[config.mk]
export PLATFORM = sky130hd
export DESIGN_NAME = ppu_bank_map
export DESIGN_NICKNAME = d
export VERILOG_FILES = /design/src/rtl/ppu_bank_pkg.sv /design/src/rtl/ppu_wr_decode.sv /design/src/rtl/chr_bank_regs.sv /design/src/rtl/nt_quad_regs.sv /design/src/rtl/ppu_addr_xlate.sv /design/src/rtl/ppu_bank_map.sv
export SDC_FILE = /design/constraint.sdc
export NUM_CORES = 1
export LEC_CHECK = 0
export ABC_CLOCK_PERIOD_IN_PS = 3800
export BUFFER_PORTS_ARGS = -buffer_cell sky130_fd_sc_hd__buf_2
export CORE_MARGIN = 2
export CORE_UTILIZATION = 37
export DETAILED_ROUTE_END_ITERATION = 10
export PLACE_DENSITY_LB_ADDON = 0.05
export RECOVER_POWER = 25
export SYNTH_ARGS = -nofsm -noshare
export SYNTH_HDL_FRONTEND = slang
export SYNTH_HIERARCHICAL = 1
export SYNTH_SLANG_ARGS = --single-unit
[constraint.sdc]
create_clock -name clk -period 3.8 [get_ports clk]
set_clock_uncertainty 0.15 [all_clocks]
set_input_delay 0.19 -clock clk [delete_from_list [all_inputs] [get_ports clk]]
set_output_delay 0.19 -clock clk [all_outputs]
set_load 0.05 [all_outputs]
[src/rtl/ppu_bank_pkg.sv]
package ppu_bank_pkg;

    localparam int CPU_AW    = 16;
    localparam int CPU_DW    = 8;
    localparam int PPU_AW    = 14;
    localparam int CHR_WINS  = 8;
    localparam int NT_QUADS  = 4;
    localparam int LO_W      = 4;
    localparam int HI_W      = 5;
    localparam int PAGE_W    = 9;
    localparam int WIN_OFF_W = 10;
    localparam int WIN_IDX_W = $clog2(CHR_WINS);
    localparam int NT_IDX_W  = $clog2(NT_QUADS);
    localparam int CHR_AW    = PAGE_W + WIN_OFF_W;

    typedef enum logic [1:0] {
        WR_NONE,
        WR_CHR_LO,
        WR_CHR_HI,
        WR_QUAD
    } wr_kind_e;

    typedef struct packed {
        wr_kind_e               kind;
        logic [WIN_IDX_W-1:0]   win;
        logic [NT_IDX_W-1:0]    quad;
        logic [HI_W-1:0]        value;
    } wr_cmd_t;

    typedef struct packed {
        logic                chr_sel;
        logic [CHR_AW-1:0]   chr_addr;
        logic                ciram_sel;
        logic                ciram_page;
    } ppu_map_t;

    // Classify one CPU write and pick the nibble that will be stored.
    function automatic wr_cmd_t decode_write(input logic en,
                                             input logic [CPU_AW-1:0] addr,
                                             input logic [CPU_DW-1:0] data);
        wr_cmd_t    c;
        logic [1:0] grp_off;
        c.kind  = WR_NONE;
        c.win   = '0;
        c.quad  = '0;
        c.value = '0;
        // 0xB..0xE minus 3 in two-bit arithmetic gives 0..3
        grp_off = addr[13:12] - 2'd3;
        if (en) begin
            if (addr[15:12] >= 4'hB && addr[15:12] <= 4'hE) begin
                c.kind  = addr[10] ? WR_CHR_HI : WR_CHR_LO;
                c.win   = {grp_off, addr[11]};
                c.value = addr[10] ? HI_W'(data[7:4]) : HI_W'(data[3:0]);
            end else if (addr[15:12] == 4'h9 && addr[11:10] == 2'b11 && addr[2]) begin
                c.kind  = WR_QUAD;
                c.quad  = addr[1:0];
                c.value = HI_W'(data[0]);
            end
        end
        return c;
    endfunction

    function automatic logic [PAGE_W-1:0] join_page(input logic [LO_W-1:0] lo,
                                                    input logic [HI_W-1:0] hi);
        return (PAGE_W'(hi) << LO_W) | PAGE_W'(lo);
    endfunction

endpackage

[src/rtl/ppu_wr_decode.sv]
module ppu_wr_decode
    import ppu_bank_pkg::*;
#(
    parameter int WINS  = CHR_WINS,
    parameter int QUADS = NT_QUADS
) (
    input  logic                 wr_en,
    input  logic [CPU_AW-1:0]    wr_addr,
    input  logic [CPU_DW-1:0]    wr_data,
    output logic [WINS-1:0]      lo_we,
    output logic [WINS-1:0]      hi_we,
    output logic [QUADS-1:0]     quad_we,
    output logic [HI_W-1:0]      wr_value
);
    wr_cmd_t cmd;

    always_comb cmd = decode_write(wr_en, wr_addr, wr_data);

    assign wr_value = cmd.value;

    for (genvar w = 0; w < WINS; w++) begin : g_win_we
        assign lo_we[w] = (cmd.kind == WR_CHR_LO) && (cmd.win == WIN_IDX_W'(w));
        assign hi_we[w] = (cmd.kind == WR_CHR_HI) && (cmd.win == WIN_IDX_W'(w));
    end

    for (genvar q = 0; q < QUADS; q++) begin : g_quad_we
        assign quad_we[q] = (cmd.kind == WR_QUAD) && (cmd.quad == NT_IDX_W'(q));
    end
endmodule

[src/rtl/chr_bank_regs.sv]
module chr_bank_regs
    import ppu_bank_pkg::*;
#(
    parameter int WINS = CHR_WINS
) (
    input  logic                     clk,
    input  logic                     rst,
    input  logic [WINS-1:0]          lo_we,
    input  logic [WINS-1:0]          hi_we,
    input  logic [HI_W-1:0]          wr_value,
    output logic [WINS*PAGE_W-1:0]   pages
);
    for (genvar w = 0; w < WINS; w++) begin : g_win
        logic [LO_W-1:0] lo_q;
        logic [HI_W-1:0] hi_q;

        always_ff @(posedge clk) begin
            if (rst) begin
                lo_q <= LO_W'(w);
                hi_q <= '0;
            end else begin
                if (lo_we[w]) lo_q <= wr_value[LO_W-1:0];
                if (hi_we[w]) hi_q <= wr_value;
            end
        end

        assign pages[w*PAGE_W +: PAGE_W] = join_page(lo_q, hi_q);
    end
endmodule

[src/rtl/nt_quad_regs.sv]
module nt_quad_regs
    import ppu_bank_pkg::*;
#(
    parameter int QUADS = NT_QUADS
) (
    input  logic               clk,
    input  logic               rst,
    input  logic [QUADS-1:0]   quad_we,
    input  logic               wr_bit,
    output logic [QUADS-1:0]   quad_page
);
    for (genvar q = 0; q < QUADS; q++) begin : g_quad
        always_ff @(posedge clk) begin
            if (rst)
                quad_page[q] <= 1'(q % 2);
            else if (quad_we[q])
                quad_page[q] <= wr_bit;
        end
    end
endmodule

[src/rtl/ppu_addr_xlate.sv]
module ppu_addr_xlate
    import ppu_bank_pkg::*;
#(
    parameter int WINS  = CHR_WINS,
    parameter int QUADS = NT_QUADS
) (
    input  logic [PPU_AW-1:0]        ppu_addr,
    input  logic [WINS*PAGE_W-1:0]   pages,
    input  logic [QUADS-1:0]         quad_page,
    output ppu_map_t                 map
);
    localparam int WIN_SEL_W = $clog2(WINS);
    localparam int Q_SEL_W   = $clog2(QUADS);

    logic [WIN_SEL_W-1:0] win_sel;
    logic [Q_SEL_W-1:0]   quad_sel;
    logic [PAGE_W-1:0]    page;
    logic                 in_nt;

    assign win_sel  = ppu_addr[WIN_OFF_W +: WIN_SEL_W];
    assign quad_sel = ppu_addr[WIN_OFF_W +: Q_SEL_W];
    assign page     = pages[win_sel*PAGE_W +: PAGE_W];
    // nametable space ends where the palette page 0x3F00 begins
    assign in_nt    = ppu_addr[PPU_AW-1] && (ppu_addr[12:8] != 5'h1F);

    always_comb begin
        map.chr_sel    = !ppu_addr[PPU_AW-1];
        map.chr_addr   = {page, ppu_addr[WIN_OFF_W-1:0]};
        map.ciram_sel  = in_nt;
        map.ciram_page = in_nt && quad_page[quad_sel];
    end
endmodule

[src/rtl/ppu_bank_map.sv]
module ppu_bank_map
    import ppu_bank_pkg::*;
#(
    parameter int WINS  = CHR_WINS,
    parameter int QUADS = NT_QUADS
) (
    input  logic                     clk,
    input  logic                     rst,
    input  logic                     cpu_wr_en,
    input  logic [CPU_AW-1:0]        cpu_wr_addr,
    input  logic [CPU_DW-1:0]        cpu_wr_data,
    input  logic [PPU_AW-1:0]        ppu_addr,
    output logic [WINS*PAGE_W-1:0]   win_pages,
    output logic [QUADS-1:0]         nt_pages,
    output logic                     chr_sel,
    output logic [CHR_AW-1:0]        chr_addr,
    output logic                     ciram_sel,
    output logic                     ciram_page
);
    logic [WINS-1:0]  lo_we;
    logic [WINS-1:0]  hi_we;
    logic [QUADS-1:0] quad_we;
    logic [HI_W-1:0]  wr_value;
    ppu_map_t         map;

    ppu_wr_decode #(.WINS(WINS), .QUADS(QUADS)) u_dec (
        .wr_en    (cpu_wr_en),
        .wr_addr  (cpu_wr_addr),
        .wr_data  (cpu_wr_data),
        .lo_we    (lo_we),
        .hi_we    (hi_we),
        .quad_we  (quad_we),
        .wr_value (wr_value)
    );

    chr_bank_regs #(.WINS(WINS)) u_chr (
        .clk      (clk),
        .rst      (rst),
        .lo_we    (lo_we),
        .hi_we    (hi_we),
        .wr_value (wr_value),
        .pages    (win_pages)
    );

    nt_quad_regs #(.QUADS(QUADS)) u_nt (
        .clk       (clk),
        .rst       (rst),
        .quad_we   (quad_we),
        .wr_bit    (wr_value[0]),
        .quad_page (nt_pages)
    );

    ppu_addr_xlate #(.WINS(WINS), .QUADS(QUADS)) u_xl (
        .ppu_addr  (ppu_addr),
        .pages     (win_pages),
        .quad_page (nt_pages),
        .map       (map)
    );

    assign chr_sel    = map.chr_sel;
    assign chr_addr   = map.chr_addr;
    assign ciram_sel  = map.ciram_sel;
    assign ciram_page = map.ciram_page;
endmodule

==> run_results.csv <==
group,metric,value,unit
run_status,status,"completed",
cells_and_area,synthToLayoutAreaGrowth,17.9,%
floorplan,core,10200,um2
worst_setup_path,crit_path_end_kind,"output pin",
clocking,root_buffer,"clkbuf_8",
global_routing,grt_pass1_vias,2800,
cells_and_area,nNetsFinal,497,
clocking,path_clk_slew,80,ps
cells_and_area,final_cell_mix,"buf_2 (80), nor2_1 (77), dfxtp_1 (76), mux2i_1 (65), clkbuf_1 (35)",
cells_and_area,layout_commonest_cell,"buf_2",
logic_synthesis,synth_flop_cell,"dfxtp_1",
global_routing,globalRouteTotalUtil,18.4,%
job,drv_cap,0,
global_routing,grt_pass1_wl,15.7,mm
floorplan,io_pins,139,
power_and_ir_drop,leakage,0.00181,uW
clocking,numCtsBuffers,9,
logic_synthesis,ys_seq_elements,76,
cells_and_area,num_antenna_cells,0,
routing,drc,0,
clocking,insertion_delay,340,ps
clocking,cts_hold_buf,0,
clocking,htreeDepth,3,
power_and_ir_drop,p_per_area,350,nW/um2
routing,routed_wl,10.1,mm
logic_synthesis,synth_fp_nets,408,
clocking,cts_tree,"yes",
clocking,post_cts_resized,0,
placed_design,dp.cells,578,
sta,hold_viol_final,0,
sta,max_freq,450,MHz
sta,worst_pin_slew,738,ps
sta,setup_viol,0,
min_path,hold_path.class,"in2reg",
power_and_ir_drop,p_total,1580,uW
worst_setup_path,path_class,"in2out",
routing,vias_per_cell,5.05,
placed_design,pre_cts_ws,1520,ps
cells_and_area,stdcell_count,594,
logic_synthesis,synth-seq-area-share,39.7,%
logic_synthesis,synth_edf_count,0,
sta,fin_hold_ws,75.4,ps
sta,rsz0062_at_grt,"no",
floorplan,dieHeight,106,um
logic_synthesis,syn_area_per_cell,10.5,um2
placed_design,numPortBuffers,115,
floorplan,initial_core_util,37.6,%
logic_synthesis,postSynth.asyncResetShare,0,%
worst_setup_path,critPathMaxFanout,20,
global_routing,antenna_found_initial,0,
worst_setup_path,worstPathRequired,3460,ps
sta,worst_slew_margin_rel,50.6,%
placed_design,gp_congestion,0.761,
routing,ant_nets,0,
logic_synthesis,netlist_instances,364,
cells_and_area,drive_above_1_share,26.4,%
clocking,cts_sinks,76,
routing,drt_iter0_drc,98,
sta,worst_slack,1580,ps
global_routing,overflow,0,
worst_setup_path,worst_ep_arrival_time,1880,ps
routing,routedWlPerCell,17.1,um
logic_synthesis,yosysUniqueCellTypes,35,
sta,finalMaxSlewViolations,0,
placed_design,hpwl,6.92,mm
worst_setup_path,cp-start-kind,"primary input",
logic_synthesis,ys.warnings.count,6,
sta,finalSetupTns,0,ps
clocking,cts_buffer_depth,2,
floorplan,fp.dieArea,11200,um2
routing,vias,2999,
routing,dr.pass1.iters,4,
logic_synthesis,synth_area,3830,um2
power_and_ir_drop,peakVddDrop,0.194,mV
floorplan,dieWidth,106,um
floorplan,rows,37,
sta,period_share,58.5,%
clocking,post_cts.repair.setup_buffers,0,
sta,fin_crit,2220,ps
global_routing,grt_max_degree,41,
==> kinds of logic after synthesis <==
logic type / after synthesis / synth area share, %
flops: 76 / 39.7
fa+ha+maj: 3 / 0.980
simple gates: 118 / 13.9
mux: 93 / 32.3
buf+inv: 52 / 8.23
compound gates: 21 / 4.77
other cells: 1 / 0.0979
==> worst max-delay path, cell delays in order <==
cell and delay (ps):
buf_2 510, mux4_1 680, mux2_2 290, buf_2 210
==> path summary, 6_finish.rpt <==
kind	from	end	slack, ps	cells after the start
min reg2reg	u_chr/g_win[0].hi_q[2]	u_chr/g_win[0].hi_q[2]	370	2
max	ppu_addr[11]	chr_addr[16]	1580	4
min	cpu_wr_addr[1]	u_nt/quad_page[0]	80	4
max reg2reg	u_chr/g_win[5].lo_q[0]	u_chr/g_win[5].lo_q[0]	2850	2
==> power by group <==
group	switching, uW	internal, uW
Combinational	95.6	43.8
Clock	317	327
Sequential	1.46	798
Total	414	1170
==> layout make-up <==
class | count | area (um2)
repair buffers | 124 | 599
clock inverters | 6 | 71.3
fillers | 1057 | 5670
well taps | 136 | 170
flip-flops and latches | 76 | 1520
inverters | 6 | 22.5
multi-input cells | 236 | 1990
clock buffers | 10 | 138
==> routing by layer <==
| metal | routed length (um) | global-route usage [%] | share of wire [%] | up-vias |
|---|---|---|---|---|
| li1 | - | - | - | 1442 |
| met1 | 4650 | 24.5 | 46 | 1455 |
| met2 | 4800 | 29.7 | 47 | 93 |
| met3 | 579 | 3.77 | 5.7 | 9 |
| met4 | 109 | 6.02 | 1.1 | 0 |
| met5 | 0 | 0 | 0 | - |
==> metrics by stage <==
| step | utilization, % | instance area [um2] |
|---|---|---|
| finish | 44.3 | 4520 |
| global route | 44.3 | 4520 |
| CTS | 44.8 | 4560 |
| detailed placement | 42.7 | 4350 |
| global placement | 42.7 | 4350 |
| floorplan | - | 3830 |
==> cell usage after synthesis, drive strengths merged, types with 4 or more instances <==
cell | number | area (um2)
clkbuf | 7 | 32.5
buf | 39 | 260
mux4 | 19 | 484
nand2 | 4 | 15.0
dfxtp | 76 | 1520
mux2 | 9 | 101
a211o | 15 | 133
nor3 | 4 | 20.0
inv | 6 | 22.5
mux2i | 65 | 651
nor2 | 77 | 289
nor2b | 16 | 100
nor4 | 4 | 25.0
==> flip-flops by register name, summed over array words and instances, names as in the netlist <==
signal / count
u_chr/g_win.hi_q: 40
u_chr/g_win.lo_q: 32
u_nt/quad_page: 4
Power figures use the tool's default switching activity.
